## src/rtl/cmdq_pkg.sv

```systemverilog
package cmdq_pkg;
  localparam int OFF_LSB  = 5;   // offset field position in pointer registers
  localparam int DW_SHIFT = 3;   // 8 bytes per doubleword
  localparam int PTR_W    = 32;

  localparam logic [7:0] OPC_INT     = 8'h03;
  localparam logic [7:0] OPC_CLEAR   = 8'h04;
  localparam logic [7:0] OPC_SYNC    = 8'h05;
  localparam logic [7:0] OPC_MAPD    = 8'h08;
  localparam logic [7:0] OPC_MAPC    = 8'h09;
  localparam logic [7:0] OPC_MAPTI   = 8'h0A;
  localparam logic [7:0] OPC_MAPI    = 8'h0B;
  localparam logic [7:0] OPC_DISCARD = 8'h0F;

  localparam logic [1:0] DW_DONE = 2'd3;

  typedef enum logic [2:0] {
    ST_IDLE, ST_FETCH, ST_EXEC, ST_WAIT_TBL, ST_ADVANCE
  } state_e;

  typedef struct packed {
    logic        coll;
    logic [31:0] id;
    logic        map_valid;
    logic [4:0]  size;
    logic [43:0] itt;
    logic [15:0] cpu;
  } tbl_req_t;

  // next doubleword to fetch after idx, or DW_DONE
  function automatic logic [1:0] dw_after(input logic [7:0] op, input logic [1:0] idx);
    logic [1:0] r;
    r = DW_DONE;
    if (idx == 2'd0) begin
      if (op == OPC_MAPD) r = 2'd1;
      else if (op == OPC_MAPC || op == OPC_SYNC) r = 2'd2;
    end else if (idx == 2'd1) begin
      r = 2'd2;
    end
    return r;
  endfunction
endpackage

```

## src/rtl/cmdq_ptr_regs.sv

```systemverilog
module cmdq_ptr_regs
  import cmdq_pkg::*;
#(
  parameter int OFF_W = 15
) (
  input  logic               clk_i,
  input  logic               rst_ni,
  input  logic               we_i,
  input  logic               addr_i,
  input  logic [PTR_W-1:0]   wdata_i,
  input  logic [OFF_W:0]     max_entries_i,
  input  logic               adv_i,
  input  logic               stall_i,
  output logic               enable_o,
  output logic [OFF_W-1:0]   wr_off_o,
  output logic [OFF_W-1:0]   rd_off_o,
  output logic [OFF_W-1:0]   rd_next_o,
  output logic               kick_o,
  output logic               wr_err_o,
  output logic [PTR_W-1:0]   rd_ptr_o,
  output logic [PTR_W-1:0]   wr_ptr_o
);
  localparam int CNT_W = OFF_W + 1;

  logic             en_q, retry_q, stall_q, kick_q, err_q;
  logic [OFF_W-1:0] wr_off_q, rd_off_q, wr_new;
  logic [CNT_W-1:0] rd_inc;
  logic             wr_bad, ctrl_we, ptr_we;

  assign wr_new  = wdata_i[OFF_LSB +: OFF_W];
  assign wr_bad  = {1'b0, wr_new} >= max_entries_i;
  assign ctrl_we = we_i && !addr_i;
  assign ptr_we  = we_i && addr_i;
  assign rd_inc  = {1'b0, rd_off_q} + CNT_W'(1);
  assign rd_next_o = (rd_inc >= max_entries_i) ? '0 : rd_inc[OFF_W-1:0];

  always_ff @(posedge clk_i or negedge rst_ni) begin
    if (!rst_ni) begin
      en_q     <= 1'b0;
      retry_q  <= 1'b0;
      stall_q  <= 1'b0;
      kick_q   <= 1'b0;
      err_q    <= 1'b0;
      wr_off_q <= '0;
      rd_off_q <= '0;
    end else begin
      if (ctrl_we) en_q <= wdata_i[0];
      if (ptr_we && !wr_bad) begin
        wr_off_q <= wr_new;
        retry_q  <= wdata_i[0];
      end
      kick_q <= ptr_we && !wr_bad;
      err_q  <= ptr_we && wr_bad;
      if (adv_i)   rd_off_q <= rd_next_o;
      if (stall_i) stall_q  <= 1'b1;
    end
  end

  always_comb begin
    rd_ptr_o = '0;
    rd_ptr_o[OFF_LSB +: OFF_W] = rd_off_q;
    rd_ptr_o[0] = stall_q;
    wr_ptr_o = '0;
    wr_ptr_o[OFF_LSB +: OFF_W] = wr_off_q;
    wr_ptr_o[0] = retry_q;
  end

  assign enable_o = en_q;
  assign wr_off_o = wr_off_q;
  assign rd_off_o = rd_off_q;
  assign kick_o   = kick_q;
  assign wr_err_o = err_q;
endmodule

```

## src/rtl/cmdq_decode.sv

```systemverilog
module cmdq_decode
  import cmdq_pkg::*;
(
  input  logic [63:0] dw0_i,
  input  logic [63:0] dw1_i,
  input  logic [63:0] dw2_i,
  input  logic [31:0] max_dev_id_i,
  input  logic [4:0]  id_bits_i,
  input  logic [15:0] max_coll_id_i,
  input  logic [15:0] num_cpu_i,
  output logic        is_map_o,
  output logic        is_sync_o,
  output logic        in_range_o,
  output tbl_req_t    req_o,
  output logic [15:0] sync_cpu_o
);
  logic [7:0] op;
  assign op = dw0_i[7:0];

  always_comb begin
    req_o      = '0;
    in_range_o = 1'b0;
    is_map_o   = 1'b0;
    if (op == OPC_MAPD) begin
      is_map_o        = 1'b1;
      req_o.id        = dw0_i[63:32];
      req_o.size      = dw1_i[4:0];
      req_o.itt       = dw2_i[51:8];
      req_o.map_valid = dw2_i[63];
      in_range_o      = (dw0_i[63:32] <= max_dev_id_i) && (dw1_i[4:0] <= id_bits_i);
    end else if (op == OPC_MAPC) begin
      is_map_o        = 1'b1;
      req_o.coll      = 1'b1;
      req_o.id        = {16'h0, dw2_i[15:0]};
      req_o.cpu       = dw2_i[31:16];
      req_o.map_valid = dw2_i[63];
      in_range_o      = (dw2_i[15:0] <= max_coll_id_i) && (dw2_i[31:16] <= num_cpu_i);
    end
  end

  assign is_sync_o  = (op == OPC_SYNC);
  assign sync_cpu_o = dw2_i[31:16];
endmodule

```

## src/rtl/cmdq_engine.sv

```systemverilog
module cmdq_engine
  import cmdq_pkg::*;
#(
  parameter int ADDR_W = 48,
  parameter int OFF_W  = 15
) (
  input  logic              clk_i,
  input  logic              rst_ni,
  input  logic              reg_we_i,
  input  logic              reg_addr_i,
  input  logic [31:0]       reg_wdata_i,
  input  logic [ADDR_W-1:0] base_addr_i,
  input  logic [OFF_W:0]    max_entries_i,
  input  logic [31:0]       max_dev_id_i,
  input  logic [4:0]        id_bits_i,
  input  logic [15:0]       max_coll_id_i,
  input  logic [15:0]       num_cpu_i,
  output logic [31:0]       rd_ptr_o,
  output logic [31:0]       wr_ptr_o,
  output logic              wr_err_o,
  output logic              busy_o,
  output logic              mem_req_valid_o,
  input  logic              mem_req_ready_i,
  output logic [ADDR_W-1:0] mem_addr_o,
  input  logic              mem_rsp_valid_i,
  input  logic [63:0]       mem_rsp_data_i,
  input  logic              mem_rsp_err_i,
  output logic              tbl_valid_o,
  input  logic              tbl_ready_i,
  input  logic              tbl_err_i,
  output logic              tbl_coll_o,
  output logic [31:0]       tbl_id_o,
  output logic              tbl_map_valid_o,
  output logic [4:0]        tbl_size_o,
  output logic [43:0]       tbl_itt_o,
  output logic [15:0]       tbl_cpu_o,
  output logic              sync_o,
  output logic [15:0]       sync_cpu_o
);
  state_e           state_q, state_d;
  logic [1:0]       idx_q, idx_d, nxt_idx;
  logic             sent_q, sent_d, ld;
  logic [63:0]      dw_q [3];
  logic             adv, stall, enable, kick;
  logic [OFF_W-1:0] wr_off, rd_off, rd_next;
  logic             is_map, is_sync, in_range;
  tbl_req_t         req;

  cmdq_ptr_regs #(.OFF_W(OFF_W)) u_regs (
    .clk_i, .rst_ni,
    .we_i(reg_we_i), .addr_i(reg_addr_i), .wdata_i(reg_wdata_i),
    .max_entries_i, .adv_i(adv), .stall_i(stall),
    .enable_o(enable), .wr_off_o(wr_off), .rd_off_o(rd_off), .rd_next_o(rd_next),
    .kick_o(kick), .wr_err_o, .rd_ptr_o, .wr_ptr_o
  );

  cmdq_decode u_dec (
    .dw0_i(dw_q[0]), .dw1_i(dw_q[1]), .dw2_i(dw_q[2]),
    .max_dev_id_i, .id_bits_i, .max_coll_id_i, .num_cpu_i,
    .is_map_o(is_map), .is_sync_o(is_sync), .in_range_o(in_range),
    .req_o(req), .sync_cpu_o
  );

  assign nxt_idx = dw_after((idx_q == 2'd0) ? mem_rsp_data_i[7:0] : dw_q[0][7:0], idx_q);

  always_comb begin
    state_d = state_q;
    idx_d   = idx_q;
    sent_d  = sent_q;
    adv     = 1'b0;
    stall   = 1'b0;
    ld      = 1'b0;
    mem_req_valid_o = 1'b0;
    tbl_valid_o     = 1'b0;
    sync_o          = 1'b0;
    unique case (state_q)
      ST_IDLE: if (kick && enable && wr_off != rd_off) begin
        state_d = ST_FETCH;
        idx_d   = 2'd0;
        sent_d  = 1'b0;
      end
      ST_FETCH: begin
        mem_req_valid_o = !sent_q;
        if (!sent_q && mem_req_ready_i) sent_d = 1'b1;
        // response only counted once the request was accepted
        if (sent_q && mem_rsp_valid_i) begin
          if (mem_rsp_err_i) begin
            stall   = 1'b1;
            state_d = ST_IDLE;
          end else begin
            ld = 1'b1;
            if (nxt_idx == DW_DONE) state_d = ST_EXEC;
            else begin
              idx_d  = nxt_idx;
              sent_d = 1'b0;
            end
          end
        end
      end
      ST_EXEC: begin
        if (is_map && in_range) state_d = ST_WAIT_TBL;
        else begin
          sync_o  = is_sync;
          state_d = ST_ADVANCE;
        end
      end
      ST_WAIT_TBL: begin
        tbl_valid_o = 1'b1;
        if (tbl_ready_i) begin
          if (tbl_err_i) begin
            stall   = 1'b1;
            state_d = ST_IDLE;
          end else state_d = ST_ADVANCE;
        end
      end
      ST_ADVANCE: begin
        adv = 1'b1;
        if (enable && wr_off != rd_next) begin
          state_d = ST_FETCH;
          idx_d   = 2'd0;
          sent_d  = 1'b0;
        end else state_d = ST_IDLE;
      end
      default: state_d = ST_IDLE;
    endcase
  end

  always_ff @(posedge clk_i or negedge rst_ni) begin
    if (!rst_ni) begin
      state_q <= ST_IDLE;
      idx_q   <= '0;
      sent_q  <= 1'b0;
      for (int i = 0; i < 3; i++) dw_q[i] <= '0;
    end else begin
      state_q <= state_d;
      idx_q   <= idx_d;
      sent_q  <= sent_d;
      if (ld) dw_q[idx_q] <= mem_rsp_data_i;
    end
  end

  assign mem_addr_o = base_addr_i
                    + ADDR_W'({rd_off, {OFF_LSB{1'b0}}})
                    + ADDR_W'({idx_q, {DW_SHIFT{1'b0}}});
  assign busy_o          = (state_q != ST_IDLE);
  assign tbl_coll_o      = req.coll;
  assign tbl_id_o        = req.id;
  assign tbl_map_valid_o = req.map_valid;
  assign tbl_size_o      = req.size;
  assign tbl_itt_o       = req.itt;
  assign tbl_cpu_o       = req.cpu;
endmodule

```

## config.mk

```make
export PLATFORM = sky130hd
export DESIGN_NAME = cmdq_engine
export DESIGN_NICKNAME = d
export VERILOG_FILES = /design/src/rtl/cmdq_pkg.sv /design/src/rtl/cmdq_ptr_regs.sv /design/src/rtl/cmdq_decode.sv /design/src/rtl/cmdq_engine.sv
export SDC_FILE = /design/constraint.sdc
export NUM_CORES = 1
export LEC_CHECK = 0
export BUFFER_PORTS_ARGS = -buffer_cell sky130_fd_sc_hd__buf_2
export CAP_MARGIN = 10
export CELL_PAD_IN_SITES_DETAIL_PLACEMENT = 1
export CELL_PAD_IN_SITES_GLOBAL_PLACEMENT = 2
export CORE_AREA = 2 2 216 196
export CTS_BUF_LIST = sky130_fd_sc_hd__clkbuf_16
export DETAILED_ROUTE_END_ITERATION = 8
export DIE_AREA = 0 0 218 198
export GPL_ROUTABILITY_DRIVEN = 0
export GPL_TIMING_DRIVEN = 0
export PLACE_DENSITY_LB_ADDON = 0.1
export SLEW_MARGIN = 20
export SYNTH_ARGS = -nofsm -noshare
export SYNTH_HDL_FRONTEND = slang
export SYNTH_SLANG_ARGS = --single-unit
export TNS_END_PERCENT = 30
```

## constraint.sdc

```tcl
create_clock -name clk_i -period 5.01 [get_ports clk_i]
set_clock_uncertainty 0.1 [all_clocks]
set_input_delay 0.501 -clock clk_i [delete_from_list [all_inputs] [get_ports clk_i]]
set_output_delay 0.501 -clock clk_i [all_outputs]
set_load 0.02 [all_outputs]
```

# Yosys cells after proc, flatten, opt, wreduce, memory -nomap -nowiden
# Index checks and enable logic that the tools add are counted.
[classes]
reduce_logical = 24
addsub = 3
n_lt_le_gt_ge = 8
mux = 54
bitwise = 1
n_eq_ne = 21
[op_table]
columns = ["operator", "n"]
rows = [
  ["192-bit bitwise mux", 1],
  ["64-bit demux with 2-bit select", 1],
  ["64-bit two-way mux", 1],
  ["49-bit two-way mux", 1],
  ["48-bit by 20-bit adder with 48-bit output", 1],
  ["48-bit by 5-bit adder with 48-bit output", 1],
  ["34-bit two-way mux", 1],
  ["33-bit two-way mux", 1],
  ["8-bit by 4-bit == test with 1-bit output, second input constant", 4],
  ["16-bit <= comparator", 2],
  ["32-bit <= comparator", 1],
  ["16-bit two-way mux", 2],
  ["15-bit != test", 2],
  ["1-bit two-way mux", 26],
  ["3-bit two-way mux", 7],
  ["15-bit by 1-bit adder with 16-bit output, second input constant", 1],
  ["8-bit by 3-bit == test with 1-bit output, second input constant", 2],
  ["15-bit by 16-bit >= comparator with 1-bit output", 1],
  ["16-bit >= comparator", 1],
  ["15-bit two-way mux", 1],
  ["3-bit one-hot mux with 5 select lines", 1],
  ["2-bit two-way mux", 7],
  ["1-bit logical AND", 13],
  ["2-bit != test, second input constant", 6],
  ["22 further kinds", 26],
]
[word_totals]
out_inout_bits = 232
input_bits = 238
elab_cells = 124
ff_bits = 233

# Logic depth before layout (Yosys ltp)
# Gate-level depths: netlist of run 1.
[logic_depth]
ltp_word = 12
mapped_depth = 16
ltp_nobuf = 15

# Hierarchy
# A second synthesis of run 1 with hierarchy kept.
[hier_totals]
cells_unflattened = 1407
area_unflattened_um2 = 15313.4
[by_module_without_submodules]
columns = ["mod", "n_inst", "cells_per_inst", "seq_area_each_um2", "area_each_um2"]
rows = [
  ["cmdq_engine", 1, 729, 4954.8, 9754.4],
  ["cmdq_ptr_regs", 1, 298, 875.8, 2890.3],
  ["cmdq_decode", 1, 380, 0.0, 2668.8],
]

# Worst setup path before layout of run 1
# OpenSTA, ideal clock, no wires.
[synth_path]
path_kind = "register to register"
start = "register u_regs.rd_off_q[0] (netlist: u_regs.rd_off_o[0])"
end = "register sent_q"
slack_ns = 0.991
path_buffers = 1
synth_period_minus_slack_ns = 4.019
required_ns = 4.791
stages_incl_launch_ff = 16
setup_ns = 0.119
t_arrival_ns = 3.800
cell_sequence = "dfrtp_1 > buf_2 > nand3_2 > or3_1 > and2_1 > inv_1 > ha_1 > and3_1 > o311a_1 > o31a_1 > a2111o_1 > nor4b_2 > o2111ai_1 > o211ai_2 > a21oi_1 > o21ba_1"
[synth_between]
elab_chain_cells = 7
word_cells_on_any_way = 10
cone_classes = "1 x add/sub; 1 x order compare; 4 x eq/ne; 1 x mux; 3 x reduce/logical"
[synth_rtl]
columns = ["item", "line_no", "source"]
rows = [
  ["from (decl)", "cmdq_ptr_regs.sv:26", "logic [OFF_W-1:0] wr_off_q, rd_off_q, wr_new;"],
  ["from (signal assigned)", "cmdq_ptr_regs.sv:54", "if (adv_i) rd_off_q <= rd_next_o;"],
  ["15-bit by 1-bit adder with 16-bit output", "cmdq_ptr_regs.sv:34", "assign rd_inc = {1'b0, rd_off_q} + CNT_W'(1);"],
  ["16-bit >= comparator", "cmdq_ptr_regs.sv:35", "assign rd_next_o = (rd_inc >= max_entries_i) ? '0 : rd_inc[OFF_W-1:0];"],
  ["15-bit two-way mux", "cmdq_ptr_regs.sv:35", ""],
  ["15-bit != test", "cmdq_engine.sv:118", "if (enable && wr_off != rd_next) begin"],
  ["1-bit logical AND", "cmdq_engine.sv:118", ""],
  ["2-bit != test (no line)", "-", ""],
  ["3-bit AND reduction (no line) *", "-", ""],
  ["to (signal assigned)", "cmdq_engine.sv:137", "sent_q <= sent_d;"],
  ["to (decl)", "cmdq_engine.sv:42", "logic sent_q, sent_d, ld;"],
]
# Mark *: on every way between the ends. The rest lies on a longest branch, timed or not.
# A chain may end at the register's enable or synchronous reset.

# Worst setup path in the final report of run 1
[layout_path]
start = "register u_regs.rd_off_q[6] (netlist: u_regs.rd_off_o[6])"
end = "register sent_q"
# Same word-level chain as after synthesis.

==> out/qor.csv, run 1 <==
stage;metric;value;unit
global_routing;antenna_found_initial;4;
power_and_ir_drop;power_leakage;7.97;nW
global_routing;grt_pass1_wl;65200;µm
yosys;synth_adder_area_share;13.2;%
global_routing;use_met1;28.1;%
global_routing;grt_max_degree;79;
yosys;synthFlopType;dfrtp_1;
power_and_ir_drop;power.internal;3.36;mW
die;ios;470;
yosys;synth-xor-area-share;6.07;%
sta;maxSlewHeadroom;31.2;%
setup_path;r2r_end;sent_q$_DFFE_PN0P_;
sta;worst_pin_slew;1.03;ns
global_routing;use_met3;4.42;%
drt;drt_wl_total;44000;µm
drt;drt_first_pass_iters;6;
power_and_ir_drop;p_sw_share;45.3;%
final_layout;final_common_cell;buf_2;
power_and_ir_drop;power_density;412;nW/µm²
clock_network;root_buffer;clkbuf_16;
yosys;synth_compound_area_share;11.1;%
power_and_ir_drop;switchingPower;2.78;mW
yosys;syn_area;11300;µm²
final_layout;most-common-layout-cells;423 x buf_2, 137 x dfrtp_1, 117 x ha_1, 107 x inv_1, 96 x mux2_2;
yosys;async_reset_ff_share;100;%
yosys;syn_inst;1235;
clock_network;clkLatencyLatePin;0.45;ns
sta;finalHoldViolations;0;
die;die_h;198;µm
global_routing;grtUsageTotal;20.0;%
yosys;synth_edf_count;0;
sta;setup_viol;0;
power_and_ir_drop;p_total;6.13;mW
setup_path;endpoint_kind;flip-flop;
hold_path;hold_path_class;input port to flip-flop;
die;die_area;43200;µm²
yosys;seq_area_frac_synth;30.7;%
sta;rsz0062_at_grt;false;
clock_network;tritoncts;built;
setup_path;rrSetupSlack;0.31;ns
placement;post-place-cells;2232;
drt;wire_per_inst;19.4;µm
die;start_util;27.5;%
setup_path;crit_chain;nand4_2 -> nor4_2 -> xnor2_1 -> inv_1 -> ha_1 -> and4_1 -> o211ai_1 -> o41a_1 -> nand3_1 -> clkbuf_4 -> a21oi_1 -> o32ai_1 -> o211ai_2 -> a21oi_2 -> o21ba_1;
placement;hpwl;37200;µm
sta;min_period;4.70;ns
drt;drt_iter0_drc;325;
sta;maxSlewViolCount;0;
die;core_area;41200;µm²
hold_path;min_to;dw_q[16]$_DFFE_PN0P_;
yosys;postSynthAreaPerCell;9.19;µm²
run;cap_viol_max_count;0;
setup_path;crit_buf_inv;2;
setup_path;crit_slowest_cell;dfrtp_1;
clock_network;h-tree-depth;4;
global_routing;gr-usage-met2;31.8;%
power_and_ir_drop;power.share.sequential;29.9;%
yosys;synth-simple-area-share;17.5;%
yosys;synth_seq_cells;139;
setup_path;cp.depth;15;
setup_path;slowest_delay;0.63;ns
placement;io_buffers;418;
run_status;outcome;complete, no violations;
final_layout;fin_cells;2271;
sta;fmax;213;MHz
setup_path;crit_arrival;4.94;ns
clock_network;cts_sinks;139;
setup_path;crit_family;compound AO/OA/AOI/OAI gates;
setup_path;path_max_fanout;10;
yosys;synthMuxAreaShare;13.0;%
power_and_ir_drop;p_comb_share;49.9;%
clock_network;ctsLongestPathBuffers;2;
global_routing;grt_pass1_vias;10700;
drt;drc;0;
final_layout;finalNetCount;2062;
global_routing;grt_busiest_layer;met2;
setup_path;startpoint_type;flip-flop;
global_routing;overflow;0;
setup_path;worstSetupPathType;flip-flop to flip-flop;
power_and_ir_drop;power_frac_clock;20.1;%
drt;route.vias.total;10600;
drt;antenna_left;0;
yosys;ys_types;80;
clock_network;clk_pin_slew_worst_paths;0.07;ns
setup_path;rr_worst_depth;15;
power_and_ir_drop;ir_drop;212;µV
setup_path;critical_path_required;5.25;ns
yosys;yosysWarningCount;0;
hold_path;worstHoldStart;mem_rsp_data_i[16];
die;fp.dieW;218;µm
setup_path;timing.rr.start;u_regs.rd_off_o[6]$_DFFE_PN0P_;
final_layout;areaGrowthSynthToFinish;31.1;%
sta;tns;0;ns
hold_path;hold_depth;3;
sta;period_share;93.9;%
die;std_cell_rows;71;
drt;via_per_inst;4.65;
clock_network;cts_inserted_buffers;17;
yosys;synth_top_family_by_area;simple AND/OR/NAND/NOR gates;
final_layout;drive_gt1_share;36.7;%
## power groups by stage
stage / Combinational, mW / Clock (mW) / Sequential (mW)
6_report: 3.06 / 1.23 / 1.84
5_1_grt: 3.41 / 1.33 / 1.90
4_1_cts: 3.10 / 1.29 / 1.84
3_5_place_dp: 3.09 / 0 / 1.86
3_3_place_gp: 3.03 / 0 / 1.85
2_1_floorplan: 2.05 / 0 / 1.75
## final cells by class
class	count	area [µm²]
diodes	6	15.0
plain buffers	92	556
clock buffers	17	425
clock inverters	15	135
fillers	5067	26300
inverters	108	405
multi-input cells	927	7040
flip-flops and latches	139	3480
well taps	547	684
repair buffers	420	2140
## state kept, by name (all words and copies together), names as in the netlist
signal,flops
dw_q,98
idx_q,2
sent_q,1
state_q,3
u_regs.enable_o,1
u_regs.kick_o,1
u_regs.rd_off_o,15
u_regs.retry_q,1
u_regs.stall_q,1
u_regs.wr_err_o,1
u_regs.wr_off_o,15
## how the worst max path moves through the flow
stage                                   startpoint            endpoint  slack (ns)
global placement    u_regs.rd_off_o[1]$_DFFE_PN0P_  sent_q$_DFFE_PN0P_        0.07
floorplan           u_regs.rd_off_o[0]$_DFFE_PN0P_  sent_q$_DFFE_PN0P_        0.99
finish              u_regs.rd_off_o[6]$_DFFE_PN0P_  sent_q$_DFFE_PN0P_        0.31
detailed placement  u_regs.rd_off_o[1]$_DFFE_PN0P_  sent_q$_DFFE_PN0P_        0.05
CTS                 u_regs.rd_off_o[1]$_DFFE_PN0P_  sent_q$_DFFE_PN0P_        0.04
global route        u_regs.rd_off_o[0]$_DFFE_PN0P_  sent_q$_DFFE_PN0P_       0.002
## worst min-delay path, stage by stage
cell and delay, ns:
buf_2 0.07, nand2_1 0.03, o21ai_0 0.06
## logic make-up after synthesis
group / count (synthesis)
compound gates: 192
xor+xnor: 77
fa+ha+maj: 119
buf+inv: 200
flops: 139
mux: 133
other cells: 1
simple gates: 374
## metrics by stage
stage | setup WS [ns] | cell area [µm²] | hold WS, ns | util [%]
finish | 0.306 | 14900 | 0.162 | 36.1
global route | 0.00230 | 14900 | 0.153 | 36.1
global placement | 0.0736 | 14200 | 0.377 | 34.5
CTS | 0.0426 | 14800 | 0.136 | 36.0
detailed placement | 0.0492 | 14300 | 0.380 | 34.6
floorplan | 0.991 | 11500 | 0.105 | -
## timing repair
action / CTS / global route
buffers inserted: 0 / 0
endpoints found under the setup margin: 0 / 4
endpoints found under the hold margin: 61 / 0
hold buffers: 1 / 0
resized for setup: 0 / 5
## per-layer routing
| metal | wire length [µm] | up-vias | part of all wire [%] |
|---|---|---|---|
| met4 | 295 | 2 | 0.67 |
| met3 | 2430 | 15 | 5.5 |
| met5 | 13 | - | 0.030 |
| li1 | - | 5168 | - |
| met1 | 21300 | 5097 | 48 |
| met2 | 20000 | 274 | 45 |
## synthesized netlist by cell type, types with 7 or more instances
master	instances	share of area, %
dfrtp_1	139	31
ha_1	118	13
inv_1	107	3.5
mux2_2	96	9.5
and2_1	80	4.4
nor2_1	78	2.6
nand2_1	71	2.3
buf_4	53	3.5
a21oi_1	48	2.1
xnor2_1	45	3.5
nand3_1	31	1.4
xor2_1	31	2.4
o21ai_0	29	1.3
clkbuf_1	28	0.93
nand4_1	25	1.4
a21o_1	22	1.5
o21ai_1	22	0.97
mux2i_1	21	1.9
nor3_1	19	0.84
mux2_1	16	1.6
and3_1	15	0.83
nor2b_1	12	0.66
nand2b_1	8	0.44
a211oi_1	7	0.46
buf_2	7	0.31
o31ai_1	7	0.46
Power figures use the tool's default switching activity.
==> run 2: changes to the inputs <==
--- a/config.mk
+++ b/config.mk
@@ -15,7 +15,8 @@
 export DIE_AREA = 0 0 218 198
 export GPL_ROUTABILITY_DRIVEN = 0
 export GPL_TIMING_DRIVEN = 0
-export PLACE_DENSITY_LB_ADDON = 0.1
+export MAX_ROUTING_LAYER = met4
+export PLACE_DENSITY = 0.92
 export SLEW_MARGIN = 20
 export SYNTH_ARGS = -nofsm -noshare
 export SYNTH_HDL_FRONTEND = slang
==> constraint.sdc (replaced) <==
create_clock -name clk_i -period 5.01 [get_ports clk_i]
set_clock_uncertainty 0.1 [all_clocks]
set_input_delay 0.501 -clock clk_i [delete_from_list [all_inputs] [get_ports clk_i]]
set_output_delay 0.501 -clock clk_i [all_outputs]
set_load 0.005 [all_outputs]
==> run 2 against run 1 <==
Combinational power shrank 10%. Global-route usage grew 0.11 points. Fmax grew 0.73%. Sequential cell count is the same. Non-clock buffer count grew 1. Die area is the same. Largest power group unchanged. Cell count grew 0.22%. Register-to-register slack gained 0.03 ns. Power shrank 3.1%.
==> out/qor.csv, run 2 (synthesis results as in run 1) <==
stage;metric;value;unit
setup_path;startpoint_type;flip-flop;
drt;drt_iter0_drc;322;
sta;rsz0062_at_grt;false;
sta;hold_slack;0.179;ns
final_layout;drive_gt1_share;36.7;%
drt;via_per_inst;4.79;
power_and_ir_drop;ir_drop;218;µV
clock_network;ctsLongestPathBuffers;2;
final_layout;finalNetCount;2063;
global_routing;grt_max_degree;72;
clock_network;root_buffer;clkbuf_16;
clock_network;clkLatencyLatePin;0.45;ns
global_routing;antenna_found_initial;10;
drt;drc;0;
die;std_cell_rows;71;
sta;worst_pin_slew;0.954;ns
setup_path;rr_worst_depth;16;
setup_path;endpoint_kind;flip-flop;
sta;min_period;4.67;ns
drt;antenna_left;0;
die;core_area;41200;µm²
final_layout;final_common_cell;buf_2;
die;start_util;27.5;%
final_layout;largest_reg_flops;98;
die;ios;470;
die;die_h;198;µm
placement;io_buffers;418;
hold_path;hold_path_class;input port to flip-flop;
setup_path;worstSetupPathType;flip-flop to flip-flop;
sta;finalHoldViolations;0;
final_layout;areaGrowthSynthToFinish;31.8;%
drt;drt_wl_total;43300;µm
global_routing;overflow;0;
run;cap_viol_max_count;0;
sta;setup_viol;0;
clock_network;cts_sinks;139;
setup_path;critical_path_required;5.30;ns
die;die_area;43200;µm²
sta;maxSlewViolCount;0;
placement;hpwl;36200;µm
setup_path;rrSetupSlack;0.34;ns
power_and_ir_drop;power_leakage;8.04;nW
global_routing;grtUsageTotal;20.1;%
global_routing;grt_pass1_vias;11600;
drt;route.vias.total;10900;
sta;maxSlewHeadroom;36.2;%
setup_path;crit_arrival;4.96;ns
final_layout;most-common-layout-cells;423 x buf_2, 137 x dfrtp_1, 117 x ha_1, 108 x inv_1, 96 x mux2_2;
clock_network;clk_pin_slew_worst_paths;0.07;ns
final_layout;regMostFlops;dw_q;
clock_network;cts_inserted_buffers;17;
power_and_ir_drop;power_density;398;nW/µm²
run_status;outcome;complete, no violations;
global_routing;grt_pass1_wl;65300;µm
hold_path;hold_depth;2;
drt;drt_first_pass_iters;4;
die;fp.dieW;218;µm
setup_path;path_max_fanout;10;
clock_network;tritoncts;built;
clock_network;h-tree-depth;4;
drt;wire_per_inst;19.0;µm
sta;period_share;93.2;%
sta;fmax;214;MHz
sta;tns;0;ns
final_layout;fillers;5054;
==> run 2: cell type report <==
class	instances	area (µm²)	area share (%)
clock buffer	17	425	2.84
clock inverter	15	173	1.15
tap	547	684	4.58
inverter	108	405	2.71
antenna	10	25.0	0.167
sequential	139	3480	23.3
timing repair buffer	421	2150	14.4
multi-input combinational	927	7060	47.2
buffer	92	556	3.71
==> run 2: what timing repair did <==
| item | in CTS | in global routing |
|---|---|---|
| setup endpoints to repair | 0 | 4 |
| hold buffers | 1 | 0 |
| setup buffers | 0 | 1 |
| resized for setup | 0 | 8 |
| endpoints found under the hold margin | 70 | 0 |
==> run 2: per-stage QoR <==
stage	worst slack, ns	util [%]	instances	power, mW	area, µm²
after global placement	0.224	34.5	2231	4.46	14200
after global routing	0.0705	36.3	2274	6.41	15000
final	0.340	36.3	2276	5.95	15000
after detailed placement	0.0700	34.6	2232	4.60	14300
after floorplan	1.12	-	1266	3.46	11500
after CTS	0.0164	36.1	2265	5.99	14900
==> run 2: final timing paths <==
path / from / end
worst min-delay path: mem_rsp_data_i[10] / dw_q[10]$_DFFE_PN0P_
min in group asynchronous: rst_ni / dw_q[47]$_DFFE_PN0P_
worst max-delay path: u_regs.rd_off_o[2]$_DFFE_PN0P_ / sent_q$_DFFE_PN0P_
worst max register to register: u_regs.rd_off_o[2]$_DFFE_PN0P_ / sent_q$_DFFE_PN0P_
max in group asynchronous: rst_ni / u_regs.rd_off_o[1]$_DFFE_PN0P_
worst min register to register: u_regs.retry_q$_DFFE_PN0P_ / u_regs.retry_q$_DFFE_PN0P_
==> run 2: power breakdown <==
| group | internal [mW] | switching, mW | total [mW] |
|---|---|---|---|
| clock network | 0.783 | 0.564 | 1.35 |
| logic | 1.27 | 1.47 | 2.74 |
| registers | 1.44 | 0.424 | 1.86 |
| total | 3.49 | 2.46 | 5.95 |
==> run 2: per-layer routing <==
| layer | vias to the layer above | GRT usage (%) | share of wire [%] |
|---|---|---|---|
| li1 | 5175 | - | - |
| met1 | 5347 | 26.1 | 46 |
| met2 | 296 | 31.4 | 47 |
| met3 | 80 | 3.72 | 4.5 |
| met4 | 0 | 7.18 | 3.0 |
| met5 | - | - | 0 |
==> run 2: critical path, stage by stage (launching register included) <==
cell	delay [ns]
dfrtp_1	0.48
buf_2	0.28
nand3_2	0.25
or3_1	0.46
and2_1	0.22
inv_1	0.07
ha_1	0.24
and3_1	0.20
o311a_1	0.37
o31ai_2	0.34
nand3_2	0.20
clkbuf_4	0.26
a221oi_2	0.26
o2111ai_1	0.19
o211ai_2	0.34
a21oi_2	0.12
o21ba_1	0.23
==> run 3: changes to the inputs <==
--- a/config.mk
+++ b/config.mk
@@ -5,14 +5,15 @@
 export SDC_FILE = /design/constraint.sdc
 export NUM_CORES = 1
 export LEC_CHECK = 0
+export ABC_AREA = 1
 export BUFFER_PORTS_ARGS = -buffer_cell sky130_fd_sc_hd__buf_2
 export CAP_MARGIN = 10
 export CELL_PAD_IN_SITES_DETAIL_PLACEMENT = 1
 export CELL_PAD_IN_SITES_GLOBAL_PLACEMENT = 2
-export CORE_AREA = 2 2 216 196
+export CORE_AREA = 2 2 225 205
 export CTS_BUF_LIST = sky130_fd_sc_hd__clkbuf_16
 export DETAILED_ROUTE_END_ITERATION = 8
-export DIE_AREA = 0 0 218 198
+export DIE_AREA = 0 0 227 207
 export GPL_ROUTABILITY_DRIVEN = 0
 export GPL_TIMING_DRIVEN = 0
 export MAX_ROUTING_LAYER = met4
==> run 3 against run 2 <==
First-iteration DRC count rose by 93%. Sequential cell count unchanged. Utilization fell by 2.7 points. Sequential share of layout area is 0.19 points lower. Die area rose by 8.9%. Worst setup slack improved by 0.62 ns. Synthesized cell count grew 32%. Combinational power is 34% higher. Critical path depth up 7. Largest cell class unchanged.
==> out/qor.csv, run 3 <==
stage;metric;value;unit
yosys;synth_area_leaders;dfrtp_1 30%, ha_1 13%, nand2_1 9.9%;
drt;via_per_inst;4.60;
die;die_area;47000;µm²
global_routing;overflow;0;
power_and_ir_drop;ir_drop;194;µV
sta;hold_slack;0.179;ns
clock_network;h-tree-depth;4;
setup_path;path_max_fanout;10;
sta;maxSlewHeadroom;46.1;%
die;core_area;44800;µm²
power_and_ir_drop;power.internal;3.67;mW
sta;period_share;80.7;%
global_routing;grt_pass1_wl;74400;µm
clock_network;clkLatencyLatePin;0.45;ns
power_and_ir_drop;p_comb_share;52.9;%
die;fp.dieW;227;µm
setup_path;crit_family;simple AND/OR/NAND/NOR gates;
power_and_ir_drop;p_sw_share;47.0;%
yosys;yosysWarningCount;0;
drt;drt_first_pass_iters;5;
run;cap_viol_max_count;0;
setup_path;r2r_end;sent_q$_DFFE_PN0P_;
setup_path;slowest_delay;0.61;ns
hold_path;hold_path_class;input port to flip-flop;
placement;hpwl;41300;µm
clock_network;ctsLongestPathBuffers;2;
clock_network;clk_pin_slew_worst_paths;0.07;ns
yosys;seq_area_frac_synth;30.3;%
final_layout;seqCellArea;3480;µm²
yosys;ys_types;51;
sta;setup_viol;0;
drt;drt_wl_total;48700;µm
yosys;netlist.area_leader.share;30.3;%
power_and_ir_drop;power_frac_clock;18.2;%
yosys;synth_edf_count;0;
setup_path;critical_path_required;5.24;ns
final_layout;regMostFlops;dw_q;
die;ios;470;
sta;worst_pin_slew;0.802;ns
drt;drc;0;
sta;finalHoldViolations;0;
power_and_ir_drop;power_density;460;nW/µm²
sta;rsz0062_at_grt;false;
global_routing;antenna_found_initial;6;
setup_path;startpoint_type;flip-flop;
clock_network;post_cts_resized;0;
die;std_cell_rows;74;
sta;maxSlewViolCount;0;
setup_path;crit_end;sent_q$_DFFE_PN0P_;
yosys;async_reset_ff_share;100;%
setup_path;rrSetupSlack;0.96;ns
setup_path;crit_buf_inv;3;
yosys;yosysMostFrequentCell;nand2_1;
setup_path;crit_chain;ha_1 -> nand2_1 -> nor2_2 -> nand3b_1 -> xor2_1 -> ha_1 -> nand2_1 -> inv_1 -> nand2_1 -> a21oi_1 -> nor2_1 -> clkbuf_1 -> nand4_1 -> nand2_1 -> inv_1 -> nand2_1 -> nor2_1 -> nand2_1 -> nand3_2 -> nand2_4 -> nand2_1 -> nand2_1 -> o21ai_2;
setup_path;crit_slowest_cell;dfrtp_1;
setup_path;cp_common_cell;nand2_1;
sta;tns;0;ns
yosys;synth_seq_cells;139;
yosys;synthFlopType;dfrtp_1;
setup_path;endpoint_kind;flip-flop;
final_layout;multi_input_area;6450;µm²
sta;min_period;4.05;ns
drt;wire_per_inst;17.9;µm
drt;route.vias.total;12500;
sta;fmax;247;MHz
final_layout;areaGrowthSynthToFinish;31.3;%
clock_network;cts_setup_buffers;0;
run_status;outcome;complete, no violations;
power_and_ir_drop;power.share.sequential;28.9;%
drt;drt_iter0_drc;622;
yosys;syn_area;11500;µm²
yosys;postSynthAreaPerCell;7.04;µm²
clock_network;cts_inserted_buffers;17;
final_layout;drive_gt1_share;25.5;%
final_layout;final_common_cell;buf_2;
setup_path;cp.depth;23;
die;die_h;207;µm
power_and_ir_drop;switchingPower;3.25;mW
placement;io_buffers;418;
yosys;yosysTopAreaCell;dfrtp_1;
die;start_util;25.6;%
clock_network;postCtsHoldBufs;1;
final_layout;largest_reg_flops;98;
setup_path;worstSetupStartpoint;u_regs.rd_off_o[0]$_DFFE_PN0P_;
setup_path;crit_arrival;4.27;ns
clock_network;tritoncts;built;
global_routing;grt_max_degree;90;
clock_network;cts_sinks;139;
yosys;syn_inst;1629;
final_layout;finalNetCount;2456;
drt;antenna_left;0;
global_routing;grtUsageTotal;21.0;%
final_layout;fillers;5903;
setup_path;timing.rr.start;u_regs.rd_off_o[0]$_DFFE_PN0P_;
setup_path;worstSetupPathType;flip-flop to flip-flop;
power_and_ir_drop;power_leakage;8.54;nW
clock_network;root_buffer;clkbuf_16;
yosys;synth.top_cells.by_count;302 x nand2_1, 286 x inv_1, 199 x nor2_1;
global_routing;grt_pass1_vias;13100;
setup_path;rr_worst_depth;23;
final_layout;most-common-layout-cells;421 x buf_2, 302 x nand2_1, 287 x inv_1, 199 x nor2_1, 139 x dfrtp_1;
==> run 3: cell count changes after synthesis, moves of 19 or more <==
cell | previous run | this run
o21ai_1 | 22 | 2
a21oi_1 | 48 | 96
nor2_1 | 78 | 199
mux2i_1 | 21 | 0
inv_1 | 107 | 286
o21ai_0 | 29 | 129
and2_1 | 80 | 1
mux2_2 | 96 | 0
nand2_1 | 71 | 302
nand3_1 | 31 | 50
a21o_1 | 22 | 3
==> run 3: area by class of cell <==
cell class	instances	area share, %
Clock buffer	17	2.82
Multi-Input combinational cell	1133	42.8
Buffer	96	3.74
Inverter	292	7.27
Tap cell	608	5.05
Antenna cell	5	0.0830
Timing Repair Buffer	420	14.2
Sequential cell	139	23.1
Clock inverter	15	0.930
==> run 3: cells by family after synthesis <==
kind of cell	count (synthesis)	synth area share, %
buf+inv	388	14.5
flops	139	30.3
compound gates	272	13.1
xor+xnor	64	5.02
fa+ha+maj	119	13.0
other cells	1	0.0327
simple gates	646	24.0
==> run 3: worst min path at each step <==
stage	from	to	slack (ns)	depth (start not counted)
after floorplan	rst_ni	dw_q[0]$_DFFE_PN0P_	0.11	0
after global placement	dw_q[38]$_DFFE_PN0P_	dw_q[38]$_DFFE_PN0P_	0.37	2
after detailed placement	rst_ni	dw_q[49]$_DFFE_PN0P_	0.34	1
after CTS	reg_we_i	u_regs.enable_o$_DFFE_PN0P_	0.16	2
after global routing	reg_we_i	u_regs.enable_o$_DFFE_PN0P_	0.18	2
final	reg_we_i	u_regs.enable_o$_DFFE_PN0P_	0.18	2
==> run 3: power by group through the flow <==
stage	combinational (mW)	clock [mW]	sequential (mW)
after floorplan	2.36	0	1.84
after global placement	3.52	0	2.01
after detailed placement	3.66	0	2.02
after CTS	3.70	1.29	2.00
after global routing	4.18	1.33	2.06
final	3.66	1.26	2.00
==> run 3: metrics by stage <==
step,setup WS [ns],std cells,power [mW],util (%),instance area [µm²]
after floorplan,2.01,1660,4.21,-,11600
after global placement,1.02,2686,5.52,32.2,14400
after detailed placement,0.955,2687,5.68,32.3,14500
after CTS,0.911,2720,6.99,33.6,15100
after global routing,0.588,2725,7.58,33.6,15100
final,0.965,2725,6.92,33.6,15100
==> run 3: layer usage <==
layer / track usage (%) / vias up / wire (µm) / share of wire, %
li1: - / 6091 / - / -
met1: 25.5 / 6093 / 21300 / 44
met2: 35.6 / 310 / 23800 / 49
met3: 4.65 / 42 / 2950 / 6.1
met4: 4.67 / 0 / 733 / 1.5
met5: - / - / 0 / 0
